<file path="src/rtl/frame_seq_pkg.sv">
package frame_seq_pkg;

    typedef enum logic [2:0] {
        ST_IDLE,
        ST_PUSH_BP,
        ST_READ,
        ST_PUSH_CP,
        ST_PUSH_FP,
        ST_FINISH,
        ST_POP
    } seq_st_e;

    // Cycle cost components: fast table and standard table
    localparam int COST_BASE_FAST = 14;
    localparam int COST_BASE_STD  = 10;
    localparam int COST_ITER_FAST = 3;
    localparam int COST_ITER_STD  = 4;
    localparam int COST_TAIL_FAST = 3;
    localparam int COST_TAIL_STD  = 5;
    localparam int COST_LEAVE     = 4;

endpackage

</file>
<file path="src/rtl/frame_ptr_alu.sv">
module frame_ptr_alu #(
    parameter int PTR_W  = 32,
    parameter int SIZE_W = 16
) (
    input  logic [PTR_W-1:0]  sp,
    input  logic [PTR_W-1:0]  bp,
    input  logic              op_wide,
    input  logic              stk_wide,
    input  logic [SIZE_W-1:0] frame_size,
    output logic [PTR_W-1:0]  sp_push,
    output logic [PTR_W-1:0]  sp_pop,
    output logic [PTR_W-1:0]  sp_alloc,
    output logic [PTR_W-1:0]  bp_step,
    output logic [PTR_W-1:0]  addr_cur,
    output logic [PTR_W-1:0]  addr_push,
    output logic [PTR_W-1:0]  addr_step
);
    localparam int HALF = PTR_W / 2;

    logic [PTR_W-1:0] nbytes;
    logic [PTR_W-1:0] size_ext;

    assign nbytes   = op_wide ? PTR_W'(PTR_W / 8) : PTR_W'(PTR_W / 16);
    assign size_ext = {{(PTR_W-SIZE_W){1'b0}}, frame_size};

    function automatic logic [PTR_W-1:0] merge_lo(input logic [PTR_W-1:0] old_v,
                                                  input logic [PTR_W-1:0] new_v,
                                                  input logic             wide);
        return wide ? new_v : {old_v[PTR_W-1:HALF], new_v[HALF-1:0]};
    endfunction

    function automatic logic [PTR_W-1:0] narrow(input logic [PTR_W-1:0] v,
                                                input logic             wide);
        return wide ? v : {{HALF{1'b0}}, v[HALF-1:0]};
    endfunction

    assign sp_push   = merge_lo(sp, sp - nbytes,   stk_wide);
    assign sp_pop    = merge_lo(sp, sp + nbytes,   stk_wide);
    assign sp_alloc  = merge_lo(sp, sp - size_ext, stk_wide);
    assign bp_step   = merge_lo(bp, bp - nbytes,   op_wide);
    assign addr_cur  = narrow(sp, stk_wide);
    assign addr_push = narrow(sp_push, stk_wide);
    assign addr_step = narrow(bp_step, op_wide);

endmodule

</file>
<file path="src/rtl/frame_cost.sv">
module frame_cost
    import frame_seq_pkg::*;
#(
    parameter int CYC_W = 16
) (
    input  logic             fast_core,
    output logic [CYC_W-1:0] cost_base,
    output logic [CYC_W-1:0] cost_iter,
    output logic [CYC_W-1:0] cost_tail,
    output logic [CYC_W-1:0] cost_leave
);
    assign cost_base  = fast_core ? CYC_W'(COST_BASE_FAST) : CYC_W'(COST_BASE_STD);
    assign cost_iter  = fast_core ? CYC_W'(COST_ITER_FAST) : CYC_W'(COST_ITER_STD);
    assign cost_tail  = fast_core ? CYC_W'(COST_TAIL_FAST) : CYC_W'(COST_TAIL_STD);
    assign cost_leave = CYC_W'(COST_LEAVE);
endmodule

</file>
<file path="src/rtl/frame_seq.sv">
module frame_seq
    import frame_seq_pkg::*;
#(
    parameter int PTR_W  = 32,
    parameter int SIZE_W = 16,
    parameter int LVL_W  = 8,
    parameter int CYC_W  = 16,
    localparam int CNT_W = LVL_W + 1,
    localparam int HALF  = PTR_W / 2
) (
    input  logic              clk,
    input  logic              rst_n,
    input  logic              start,
    input  logic              op_leave,
    input  logic [SIZE_W-1:0] frame_size,
    input  logic [LVL_W-1:0]  nest_level,
    input  logic              op_wide,
    input  logic              stk_wide,
    input  logic              fast_core,
    input  logic [PTR_W-1:0]  sp_in,
    input  logic [PTR_W-1:0]  bp_in,
    output logic              mem_req,
    output logic              mem_we,
    output logic [PTR_W-1:0]  mem_addr,
    output logic [PTR_W-1:0]  mem_wdata,
    input  logic              mem_ack,
    input  logic [PTR_W-1:0]  mem_rdata,
    input  logic              mem_fault,
    output logic [PTR_W-1:0]  sp_out,
    output logic [PTR_W-1:0]  bp_out,
    output logic              done,
    output logic              fault,
    output logic [CYC_W-1:0]  cycles,
    output logic [CNT_W-1:0]  rd_count,
    output logic [CNT_W-1:0]  wr_count
);
    typedef struct packed {
        seq_st_e           state;
        logic [PTR_W-1:0]  sp;
        logic [PTR_W-1:0]  bp;
        logic [PTR_W-1:0]  sp0;
        logic [PTR_W-1:0]  bp0;
        logic [PTR_W-1:0]  fp;
        logic [PTR_W-1:0]  tmp;
        logic [LVL_W-1:0]  cnt;
        logic              opw;
        logic              stkw;
        logic              fast;
        logic [SIZE_W-1:0] size;
        logic [CYC_W-1:0]  cyc;
        logic [CNT_W-1:0]  rd;
        logic [CNT_W-1:0]  wr;
        logic              done;
        logic              fault;
    } seq_regs_t;

    seq_regs_t q, d;
    logic      busy;

    logic [PTR_W-1:0] sp_push, sp_pop, sp_alloc, bp_step;
    logic [PTR_W-1:0] addr_cur, addr_push, addr_step;
    logic [CYC_W-1:0] cost_base, cost_iter, cost_tail, cost_leave;

    frame_ptr_alu #(.PTR_W(PTR_W), .SIZE_W(SIZE_W)) alu_i (
        .sp(q.sp), .bp(q.bp), .op_wide(q.opw), .stk_wide(q.stkw),
        .frame_size(q.size),
        .sp_push(sp_push), .sp_pop(sp_pop), .sp_alloc(sp_alloc),
        .bp_step(bp_step), .addr_cur(addr_cur), .addr_push(addr_push),
        .addr_step(addr_step)
    );

    frame_cost #(.CYC_W(CYC_W)) cost_i (
        .fast_core(q.fast), .cost_base(cost_base), .cost_iter(cost_iter),
        .cost_tail(cost_tail), .cost_leave(cost_leave)
    );

    function automatic logic [PTR_W-1:0] zext_op(input logic [PTR_W-1:0] v,
                                                 input logic             wide);
        return wide ? v : {{HALF{1'b0}}, v[HALF-1:0]};
    endfunction

    function automatic logic [PTR_W-1:0] lo_only(input logic [PTR_W-1:0] old_v,
                                                 input logic [PTR_W-1:0] new_v,
                                                 input logic             wide);
        return wide ? new_v : {old_v[PTR_W-1:HALF], new_v[HALF-1:0]};
    endfunction

    assign busy = (q.state != ST_IDLE);

    always_comb begin
        d         = q;
        d.done    = 1'b0;
        d.fault   = 1'b0;
        mem_req   = 1'b0;
        mem_we    = 1'b0;
        mem_addr  = '0;
        mem_wdata = '0;
        case (q.state)
            ST_IDLE: begin
                if (start) begin
                    d.sp0  = sp_in;
                    d.bp0  = bp_in;
                    d.bp   = bp_in;
                    d.opw  = op_wide;
                    d.stkw = stk_wide;
                    d.fast = fast_core;
                    d.size = frame_size;
                    d.cnt  = nest_level;
                    d.cyc  = '0;
                    d.rd   = '0;
                    d.wr   = '0;
                    if (op_leave) begin
                        d.sp    = lo_only(sp_in, bp_in, op_wide);
                        d.state = ST_POP;
                    end else begin
                        d.sp    = sp_in;
                        d.state = ST_PUSH_BP;
                    end
                end
            end
            ST_PUSH_BP, ST_PUSH_CP, ST_PUSH_FP: begin
                mem_req  = 1'b1;
                mem_we   = 1'b1;
                mem_addr = addr_push;
                case (q.state)
                    ST_PUSH_BP: mem_wdata = zext_op(q.bp, q.opw);
                    ST_PUSH_CP: mem_wdata = q.tmp;
                    default:    mem_wdata = zext_op(q.fp, q.opw);
                endcase
                if (mem_ack && !mem_fault) begin
                    d.sp = sp_push;
                    d.wr = q.wr + 1'b1;
                    case (q.state)
                        ST_PUSH_BP: begin
                            d.fp  = sp_push;
                            d.cyc = cost_base;
                            if (q.cnt == '0)
                                d.state = ST_FINISH;
                            else if (q.cnt == LVL_W'(1))
                                d.state = ST_PUSH_FP;
                            else
                                d.state = ST_READ;
                            d.cnt = (q.cnt == '0) ? q.cnt : q.cnt - 1'b1;
                        end
                        ST_PUSH_CP: begin
                            d.cyc   = q.cyc + cost_iter;
                            d.cnt   = q.cnt - 1'b1;
                            d.state = (q.cnt == LVL_W'(1)) ? ST_PUSH_FP : ST_READ;
                        end
                        default: begin
                            d.cyc   = q.cyc + cost_tail;
                            d.state = ST_FINISH;
                        end
                    endcase
                end
            end
            ST_READ: begin
                mem_req  = 1'b1;
                mem_addr = addr_step;
                if (mem_ack && !mem_fault) begin
                    d.bp    = bp_step;
                    d.tmp   = zext_op(mem_rdata, q.opw);
                    d.rd    = q.rd + 1'b1;
                    d.state = ST_PUSH_CP;
                end
            end
            ST_FINISH: begin
                d.bp    = lo_only(q.bp, q.fp, q.opw);
                d.sp    = sp_alloc;
                d.done  = 1'b1;
                d.state = ST_IDLE;
            end
            ST_POP: begin
                mem_req  = 1'b1;
                mem_addr = addr_cur;
                if (mem_ack && !mem_fault) begin
                    d.bp    = lo_only(q.bp, mem_rdata, q.opw);
                    d.sp    = sp_pop;
                    d.rd    = q.rd + 1'b1;
                    d.cyc   = cost_leave;
                    d.done  = 1'b1;
                    d.state = ST_IDLE;
                end
            end
            default: d.state = ST_IDLE;
        endcase
        // any faulting access rolls back both pointers
        if (mem_req && mem_ack && mem_fault) begin
            d.sp    = q.sp0;
            d.bp    = q.bp0;
            d.done  = 1'b1;
            d.fault = 1'b1;
            d.state = ST_IDLE;
        end
    end

    always_ff @(posedge clk) begin
        if (!rst_n) begin
            q       <= '0;
            q.state <= ST_IDLE;
        end else begin
            q <= d;
        end
    end

    assign sp_out   = q.sp;
    assign bp_out   = q.bp;
    assign done     = q.done;
    assign fault    = q.fault;
    assign cycles   = q.cyc;
    assign rd_count = q.rd;
    assign wr_count = q.wr;

endmodule

</file>
<file path="config.mk">
export PLATFORM = sky130hd
export DESIGN_NAME = frame_seq
export DESIGN_NICKNAME = d
export VERILOG_FILES = /design/src/rtl/frame_seq_pkg.sv /design/src/rtl/frame_ptr_alu.sv /design/src/rtl/frame_cost.sv /design/src/rtl/frame_seq.sv
export SDC_FILE = /design/constraint.sdc
export NUM_CORES = 1
export LEC_CHECK = 0
export BUFFER_PORTS_ARGS = -buffer_cell sky130_fd_sc_hd__buf_2
export CAP_MARGIN = 20
export CORE_ASPECT_RATIO = 0.5
export CORE_MARGIN = 5
export CORE_UTILIZATION = 64
export DETAILED_ROUTE_END_ITERATION = 8
export PLACE_DENSITY_LB_ADDON = 0.2
export SLEW_MARGIN = 25
export SYNTH_ARGS = -nofsm -noshare
export SYNTH_HDL_FRONTEND = slang
export SYNTH_HIERARCHICAL = 1
export SYNTH_SLANG_ARGS = --single-unit
</file>
<file path="constraint.sdc">
create_clock -name clk -period 7.05 [get_ports clk]
set_input_delay 0.3525 -clock clk [delete_from_list [all_inputs] [get_ports clk]]
set_output_delay 0.3525 -clock clk [all_outputs]
set_load 0.03 [all_outputs]
</file>
Word level (Yosys, flattened, before mapping)
Cells that the tools add are included.

Logic and storage cells: 127. Input bits: 129. Output and inout port bits: 166. ROM bits: 0. Bits in latches: 0. Memories kept: 0. Register bits: 258. RAM bits: 0.

Bitwise logic cells: 1. $mul: 0. Reductions and logical operators: 26. Add/sub/neg operators: 9. Divide/modulo/power cells: 0. Order comparisons: 0. Equal/unequal tests: 21. Multiplexer cells: 51. Shift-type cells: 0.

Operators by type and width (number): 2-to-1 mux 32 bit (15); one-hot mux 32 bit (4 select lines) (2); 2-to-1 mux 131 bit (1); one-hot mux 32 bit (3 select lines) (1); 2-to-1 mux 35 bit (2); 2-to-1 mux 67 bit (1); 2-to-1 mux 64 bit (1); one-hot mux 32 bit (2 select lines) (1); subtractor 32 bit (2); 2-to-1 mux 61 bit (1); one-hot mux 16 bit (3 select lines) (1); adder 16 bit (2); adder 32 bit (1); one-hot mux 16 bit (2 select lines) (1); one-hot mux 8 bit (2 select lines) (2); subtractor 32 x 16 -> 32 bit (1); != test 3 bit, second input constant (10); one-hot mux 9 bit (3 select lines) (1); 2-to-1 mux 25 bit (1); 2-to-1 mux 3 bit (7); AND reduction 4 bit (5); adder 9 x 1 -> 9 bit, second input constant (2); 2-to-1 mux 9 bit (2); one-hot mux 9 bit (2 select lines) (1); 28 further kinds (44).

Logic depth before layout (Yosys ltp)
Gate-level depths: netlist (run 1).

Depth in word-level cells: 7. Gate-level depth with buffers: 16. Gate-level depth less buffers: 14.

Cells and area by module
The synthesis (run 1) kept the hierarchy.

By module, submodules not included: frame_seq (cells each 2075, area each 15566.2 um^2, seq. area each 5165.0 um^2, instances 1); frame_ptr_alu (cells each 640, area each 4201.5 um^2, seq. area each 0.0 um^2, instances 1); frame_cost (cells each 66, area each 484.2 um^2, seq. area each 0.0 um^2, instances 1).

Worst setup path before layout (run 1)
OpenSTA, ideal clock, no wires.

Kind: register to output. Start: register q[54] (netlist bit). End: output port mem_addr[31]. Path buffers: 3. Slack: 2.656 ns. Data arrival time: 4.042 ns. Stages on the path, launching flop included: 15. Required time: 6.698 ns. Cells stage by stage: dfxtp_1 > inv_1 > clkbuf_1 > buf_1 > ha_1 > fa_1 > nand2b_1 > nor4_4 > nand3b_4 > or4_1 > buf_2 > or3_1 > a21oi_1 > a22oi_1 > o21ai_0.

Word-level cells in the longest chain between the ends: 5.

RTL lines: start: declaration (line frame_seq.sv:57) `seq_regs_t q, d;`; 2-to-1 mux 3 bit (line frame_ptr_alu.sv:23) `assign nbytes = op_wide ? PTR_W'(PTR_W / 8) : PTR_W'(PTR_W / 16);`; subtractor 32 bit (line frame_ptr_alu.sv:40) `assign bp_step = merge_lo(bp, bp - nbytes, op_wide);`; 2-to-1 mux 32 bit (line frame_ptr_alu.sv:29) `return wide ? new_v : {old_v[PTR_W-1:HALF], new_v[HALF-1:0]};`; 2-to-1 mux 32 bit (*) (line frame_ptr_alu.sv:34) `return wide ? v : {{HALF{1'b0}}, v[HALF-1:0]};`; via addr_step[31] (line frame_seq.sv:61) `logic [PTR_W-1:0] addr_cur, addr_push, addr_step;`; one-hot mux 32 bit (3 select lines) (*) (line frame_seq.sv:98) `case (q.state)`; end: declaration (line frame_seq.sv:24) `output logic [PTR_W-1:0] mem_addr,`.

Mark *: on every way through the listed nets, which the timed path passes. The rest lies on a longest branch.

Worst setup path after layout (run 1)
Same ends and word-level chain as after synthesis.

==> metrics.txt, run 1 <==
Max Cap Violations=0; Num CTS Buffers=25; first-pass GRT wire length=109000 µm; multi-input logic area=12700 µm²; design area=21200 µm²; GRT Total Usage=38.6%; most frequent cells in the layout=nand2_1, buf_2, dfxtp_1; largest net degree at the start of global routing=84; count of distinct cell types in the synthesized netlist=79; reg2reg start=sp_out[7]; Die Ht=136 µm; Final setup viols=0; Synth Warn #=6; vias in the first global route=18300; Layout Nets=2939; DP HPWL=50900 µm; drt first pass iters=7; Pleak=9.02 nW; worst hold path type=input port to flip-flop; initial antenna violation count=3; CTS resizes=0; IO buf count=294; Final Hold Violating Endpoints=0; CP arrival=4.64 ns; Area Overhead vs Synth=4.68%; WL final=72100 µm; RSZ-0062 raised after global routing=no; Seq. cell area=5170 µm²; post-CTS setup buffer count=0; Worst-Margin Slew=1.09 ns; Synth Register Bits=258; worst setup path startpoint=q[54]; Post-synth EDFFs=0; Setup Skew=0.0171 ns; H-tree depth=1; status=finished clean; clk_lat worst skew=0.56 ns; TNS Setup=0 ns; Primary FF master, synth=dfxtp_1; CP required=6.70 ns; hold_buf cts=0; share of cells above drive strength 1=17.2%; Routed Antenna Nets=0; Final GP Congestion=0.997; Max Root-Sink Buffers=3; CTS tree=yes; core footprint=31400 µm²; sequential share of the synthesized area=25.5%; Clock Pin Slew Worst Setup and Hold Paths=0.07 ns; GRT Residual Overflow=0; clock sink count=258; Post-synth ARST share=0%; Cells after DPL=3168; Vias/cell=6.45; Synth Area per Inst=7.28 µm²; P per Cell Area=500 nW/µm²; Wirelength per Cell=22.4 µm; fin cells=3214; Netlist Area Pre-Place=20300 µm²; row count=46; Area after DPL=20400 µm²; Syn Inst Count=2781; CP max FO=29; Final Slew Violations=0; slew margin rel.=27.3%; initial core utilization=64.4%; Critical Path End Type=output port; shortest period the worst path allows=5.00 ns; critical path class=flip-flop to output port; fmax=200 MHz; routed vias=20700; Ports=295; Peak VDD IR=343 µV; chip width=262 µm; Critical Path Start Type=flip-flop; final worst-path cycle share=70.9%; initial DRC count=3321; Fill cells=2829; drt drc=0; die footprint=35500 µm²; CTS root buffer=clkbuf_16; hold_sp=frame_size[14]; most common cell after layout, fill and taps aside=nand2_1
[flip-flops by register name, indices dropped and copies added, names as in the netlist]
signal	count
bp_out	32
cycles	16
wr_count	9
done	1
rd_count	9
fault	1
q	158
sp_out	32
[critical path, stage by stage (launching register included)]
cell	delay, ns
dfxtp_1	0.31
inv_1	0.70
ha_1	0.32
fa_1	0.24
nand2b_1	0.15
nor4_4	0.31
nand3b_4	0.17
or4_1	0.57
or3_1	0.39
a21oi_1	0.15
a22oi_1	0.11
o21ai_0	0.39
buf_2	0.28
[metal layers]
metal	part of all wire (%)	global-route usage [%]	vias to the layer above
met4	3.5	11.6	2
met1	40	55.8	9670
met5	0.019	0	-
met2	40	54.7	1401
li1	-	-	9463
met3	16	12.4	179
[cells by family after synthesis]
kind of cell,after synthesis,synth area share (%)
mux,88,4.77
simple gates,997,22.2
other cells,2,0.0371
compound gates,739,24.0
xor+xnor,164,7.09
fa+ha+maj,47,3.09
buf+inv,486,13.3
flops,258,25.5
[through the flow]
| step | utilization, % | hold slack [ns] | total power, mW | setup WS [ns] |
|---|---|---|---|---|
| after CTS | 67.4 | 0.0166 | 10.3 | 2.12 |
| after floorplan | - | 0.432 | 7.66 | 2.66 |
| final | 67.5 | 0.0214 | 10.6 | 2.05 |
| after detailed placement | 64.8 | 0.444 | 8.85 | 2.72 |
| after global placement | 64.7 | 0.438 | 8.77 | 2.78 |
| after global routing | 67.5 | 0.0266 | 11.1 | 1.88 |
[final timing paths]
| check | end | slack, ns | cells past startpoint |
|---|---|---|---|
| worst max register to register | sp_out[28] | 3.05 | 11 |
| worst min-delay path | q[50] | 0.02 | 3 |
| worst min register to register | q[94] | 0.45 | 2 |
| worst max-delay path | mem_addr[31] | 2.05 | 12 |
[cells in the mapped netlist, drive strengths merged (6+ instances only)]
cell,n,area [µm²]
nand2,528,1980
buf,265,1860
dfxtp,258,5160
a21oi,250,1260
nor2,173,662
clkbuf,161,604
o21ai,133,669
a22o,118,1030
xor2,85,744
a22oi,81,608
xnor2,79,692
nand3,73,365
mux2,68,766
inv,60,225
ha,42,526
nor3,40,205
a222oi,37,370
and2,34,213
a31oi,27,169
nor4,23,174
nand4,22,138
mux2i,20,200
o22ai,18,126
or3,18,113
nor2b,17,106
and3,15,93.8
nand2b,14,95.1
a211oi,13,110
or4,13,101
nor3b,7,62.6
o21a,7,52.6
o21bai,6,45.0
[layout make-up]
| class | count | area share [%] |
|---|---|---|
| sequential | 258 | 24.4 |
| clock inverter | 12 | 0.685 |
| multi-input combinational | 2093 | 59.9 |
| antenna | 1 | 0.0118 |
| inverter | 60 | 1.07 |
| tap | 432 | 2.55 |
| timing repair buffer | 325 | 8.13 |
| clock buffer | 33 | 3.23 |
[where the power goes]
part           switching (mW)  internal [mW]  total [mW]  leakage, nW
clock network           0.632          0.796        1.43        0.410
logic                    4.51           2.28        6.79         6.50
registers               0.618           1.75        2.37         2.10
total                    5.76           4.83        10.6         9.02
(Power assumes the default switching activity.)
==> inputs of run 2 (changes only) <==
--- a/config.mk
+++ b/config.mk
@@ -5,11 +5,12 @@
 export SDC_FILE = /design/constraint.sdc
 export NUM_CORES = 1
 export LEC_CHECK = 0
+export ABC_AREA = 1
 export BUFFER_PORTS_ARGS = -buffer_cell sky130_fd_sc_hd__buf_2
 export CAP_MARGIN = 20
 export CORE_ASPECT_RATIO = 0.5
 export CORE_MARGIN = 5
-export CORE_UTILIZATION = 64
+export CORE_UTILIZATION = 60
 export DETAILED_ROUTE_END_ITERATION = 8
 export PLACE_DENSITY_LB_ADDON = 0.2
 export SLEW_MARGIN = 25
==> constraint.sdc (replaced) <==
create_clock -name clk -period 5.05 [get_ports clk]
set_input_delay 0.2525 -clock clk [delete_from_list [all_inputs] [get_ports clk]]
set_output_delay 0.2525 -clock clk [all_outputs]
set_load 0.03 [all_outputs]
==> run 2 against run 1 <==
  * Worst setup slack worse by 0.91 ns
  * Non-clock buffer count rose by 81
  * Flip-flop and latch count did not move
  * Core utilization decreased by 1.3 points
  * Critical path type unchanged
==> metrics.txt, run 2 <==
clk_lat worst skew=0.57 ns (about the same); post-CTS setup buffer count=0 (unchanged); Critical Path End Type=output port; Sequential Power Share=21.7% (-0.7 points); CTS resizes=0 (unchanged); Synth Area per Inst=5.88 µm² (-19%); Critical Path Start Type=flip-flop; IO buf count=294 (unchanged); drt drc=0 (unchanged); Layout Nets=4002 (+36%); Cells after DPL=4203 (+33%); design area=23800 µm² (+12%); CP max FO=40 (+38%); chip width=281 µm (+7.3%); Worst path depth=8 (-4); Peak VDD IR=606 µV (+77%); hold_sp=sp_in[22]; drt first pass iters=8 (+1); commonest cells in the netlist=nand2_1, inv_1, nor2_1, a21oi_1, dfxtp_1; Netlist Area Pre-Place=22000 µm² (+8.5%); fmax=256 MHz; worst setup path startpoint=q[257]; count of distinct cell types in the synthesized netlist=50 (-37%); Comb power frac=64.9% (+0.8 points); Routed Antenna Nets=0 (unchanged); share of the synthesized area in the top cell type=23.5% (-2.0 points); share of cells above drive strength 1=12.0% (-5.2 points); Int Pwr=6.82 mW (+41%); Wirelength per Cell=19.6 µm (-13%); Crit-path slowest cell=clkinv_1; Primary FF master, synth=dfxtp_1; shortest period the worst path allows=3.91 ns; CP arrival=3.65 ns (-0.99 ns); final worst-path cycle share=77.3%; vias in the first global route=22200 (+21%); most frequent cells in the layout=nand2_1, inv_1, nor2_1; RSZ-0062 raised after global routing=no; initial DRC count=3745 (+13%); Worst-Margin Slew=1.06 ns (-0.0328 ns); CP delay by family, top=buffers and inverters; Post-synth EDFFs=0 (unchanged); CTS tree=yes; critical path class=flip-flop to output port; Setup Skew=0.0237 ns (+0.00656 ns); top post-synthesis cells by area=dfxtp_1, nand2_1, a21oi_1; sw frac=58.8% (+4.5 points); status=finished clean; core footprint=36000 µm² (+15%); CP dominant cell by count=o21ai_0; Area after DPL=22100 µm² (+8.6%); H-tree depth=1 (unchanged); GRT Total Usage=39.2% (+0.56 points); reg2reg start=q[257]; Final GP Congestion=1.03 (+3.2%); Max Root-Sink Buffers=3 (unchanged); Sw Pwr=9.75 mW (+69%); Synth area leader=dfxtp_1; clock sink count=258 (unchanged); P per Cell Area=695 nW/µm² (+39%); Clk pwr share=13.4% (about the same); CP endpoint=mem_wdata[17]; TNS Setup=0 ns (unchanged); Worst Reg-to-Reg Cells=12 (+1); Max Cap Violations=0 (unchanged); Synth Warn #=6 (unchanged); largest net degree at the start of global routing=84 (unchanged); Vias/cell=5.77 (-10%); Synth Register Bits=258 (unchanged); Ports=295 (unchanged); most common cell after layout, fill and taps aside=nand2_1; first-pass GRT wire length=128000 µm (+18%); utilization after layout=66.1% (-1.3 points); Num CTS Buffers=26 (+4.0%); sequential share of the synthesized area=23.5% (-2.0 points); max reg flops=158 (unchanged); CTS root buffer=clkbuf_16; DP HPWL=62200 µm (+22%); WL final=85100 µm (+18%); Final Hold Violating Endpoints=0 (unchanged); Clock Pin Slew Worst Setup and Hold Paths=0.07 ns (about the same); slew margin rel.=29.3% (+2.1 points); initial antenna violation count=4 (+1); Worst Path Buf+Inv=3 (+1); R2R Setup Slk=1.35 ns (-1.70 ns); Crit Reg-Reg Endpoint=sp_out[6]; die footprint=40800 µm² (+15%); Final setup viols=0 (unchanged); Cell Chain, Critical Path=nor2_8, nand2_1, buf_4, clkinv_1, o21ai_0, o21ai_0, nor3_1, buf_2; CP required=4.80 ns (-1.90 ns); Die Ht=145 µm (+7.0%); Worst path max stage delay=0.80 ns (+0.10 ns); GRT Residual Overflow=0 (unchanged); routed vias=25000 (+21%); Area Overhead vs Synth=8.54%; Final Slew Violations=0 (unchanged); row count=49 (+6.5%); Pleak=12.2 nW (+35%); most frequent cell after synthesis=nand2_1; worst hold path type=input port to flip-flop; largest reg by FF count=q; fin cells=4332 (+35%); Post-synth ARST share=0% (unchanged); initial core utilization=60.9% (-3.5 points); Syn Inst Count=3738 (+34%)
[run 2: changes by cell type after synthesis, moves of 64 or more]
cell,delta
inv_1,+328
nor2_1,+211
mux2_2,-68
xnor2_1,-64
a21oi_1,+92
nand3_1,+169
a22o_1,-108
nand2_1,+579
[run 2: worst register-to-register path, cell delays in order (launching register included)]
cell     delay (ns)
dfxtp_1        0.63
nor2_8         0.18
inv_2          0.28
nand2_4        0.27
inv_2          0.56
nand2_2        0.15
nand3_4        0.24
nand3_1        0.14
nand2_2        0.55
buf_4          0.40
nand2_1        0.09
nand2_1        0.07
nor2_1         0.06
[run 2: kinds of logic after synthesis]
logic type,count (synthesis),synth area share (%)
buffers and inverters,813,18.1
AO/OA/AOI/OAI,635,15.7
XOR/XNOR,89,3.55
adder cells (fa/ha/maj),47,2.85
other,2,0.0342
flip-flops,258,23.5
AND/OR/NAND/NOR,1894,36.3
[run 2: per-layer routing]
layer / vias to the layer above / routed length [µm] / global-route usage [%]
li1: 11800 / - / -
met1: 11400 / 34500 / 55.8
met2: 1552 / 35200 / 57.6
met3: 240 / 12300 / 11.8
met4: 2 / 3090 / 10.9
met5: - / 7 / 0
[run 2: repair_timing]
| action | CTS | global route |
|---|---|---|
| hold buffers | 79 | 0 |
| endpoints found under the setup margin | 0 | 0 |
| endpoints found under the hold margin | 79 | 0 |
[run 2: final cells by class]
class | instances | area, µm²
Multi-Input combinational cell | 2723 | 13100
Fill cell | 3476 | 12200
Sequential cell | 258 | 5170
Timing Repair Buffer | 406 | 2510
Inverter | 411 | 1540
Clock buffer | 34 | 742
Tap cell | 484 | 606
Clock inverter | 14 | 201
Antenna cell | 2 | 5.00
[run 2: how the worst min path moves through the flow]
stage | end | slack (ns) | depth (start not counted)
after floorplan | q[75] | 0.39 | 2
after CTS | q[140] | 0.0002 | 3
after detailed placement | q[153] | 0.44 | 2
after global routing | q[137] | 0.01 | 3
after global placement | q[148] | 0.44 | 2
final | q[181] | 0.01 | 3
[run 2: power by group through the flow]
stage	sequential, mW	combinational [mW]	clock, mW
4_1_cts	3.53	10.4	2.21
3_3_place_gp	3.56	10.2	0
2_1_floorplan	3.04	8.74	0
6_report	3.60	10.8	2.21
5_1_grt	3.63	11.7	2.30
3_5_place_dp	3.56	10.3	0
[run 2: metrics by stage]
| step | setup slack, ns | hold WS (ns) | power, mW |
|---|---|---|---|
| after global routing | 1.05 | 0.0119 | 17.6 |
| final | 1.14 | 0.0117 | 16.6 |
| after detailed placement | 1.44 | 0.440 | 13.8 |
| after global placement | 1.57 | 0.436 | 13.7 |
| after CTS | 1.24 | 0.000165 | 16.1 |
| after floorplan | 2.10 | 0.387 | 11.8 |
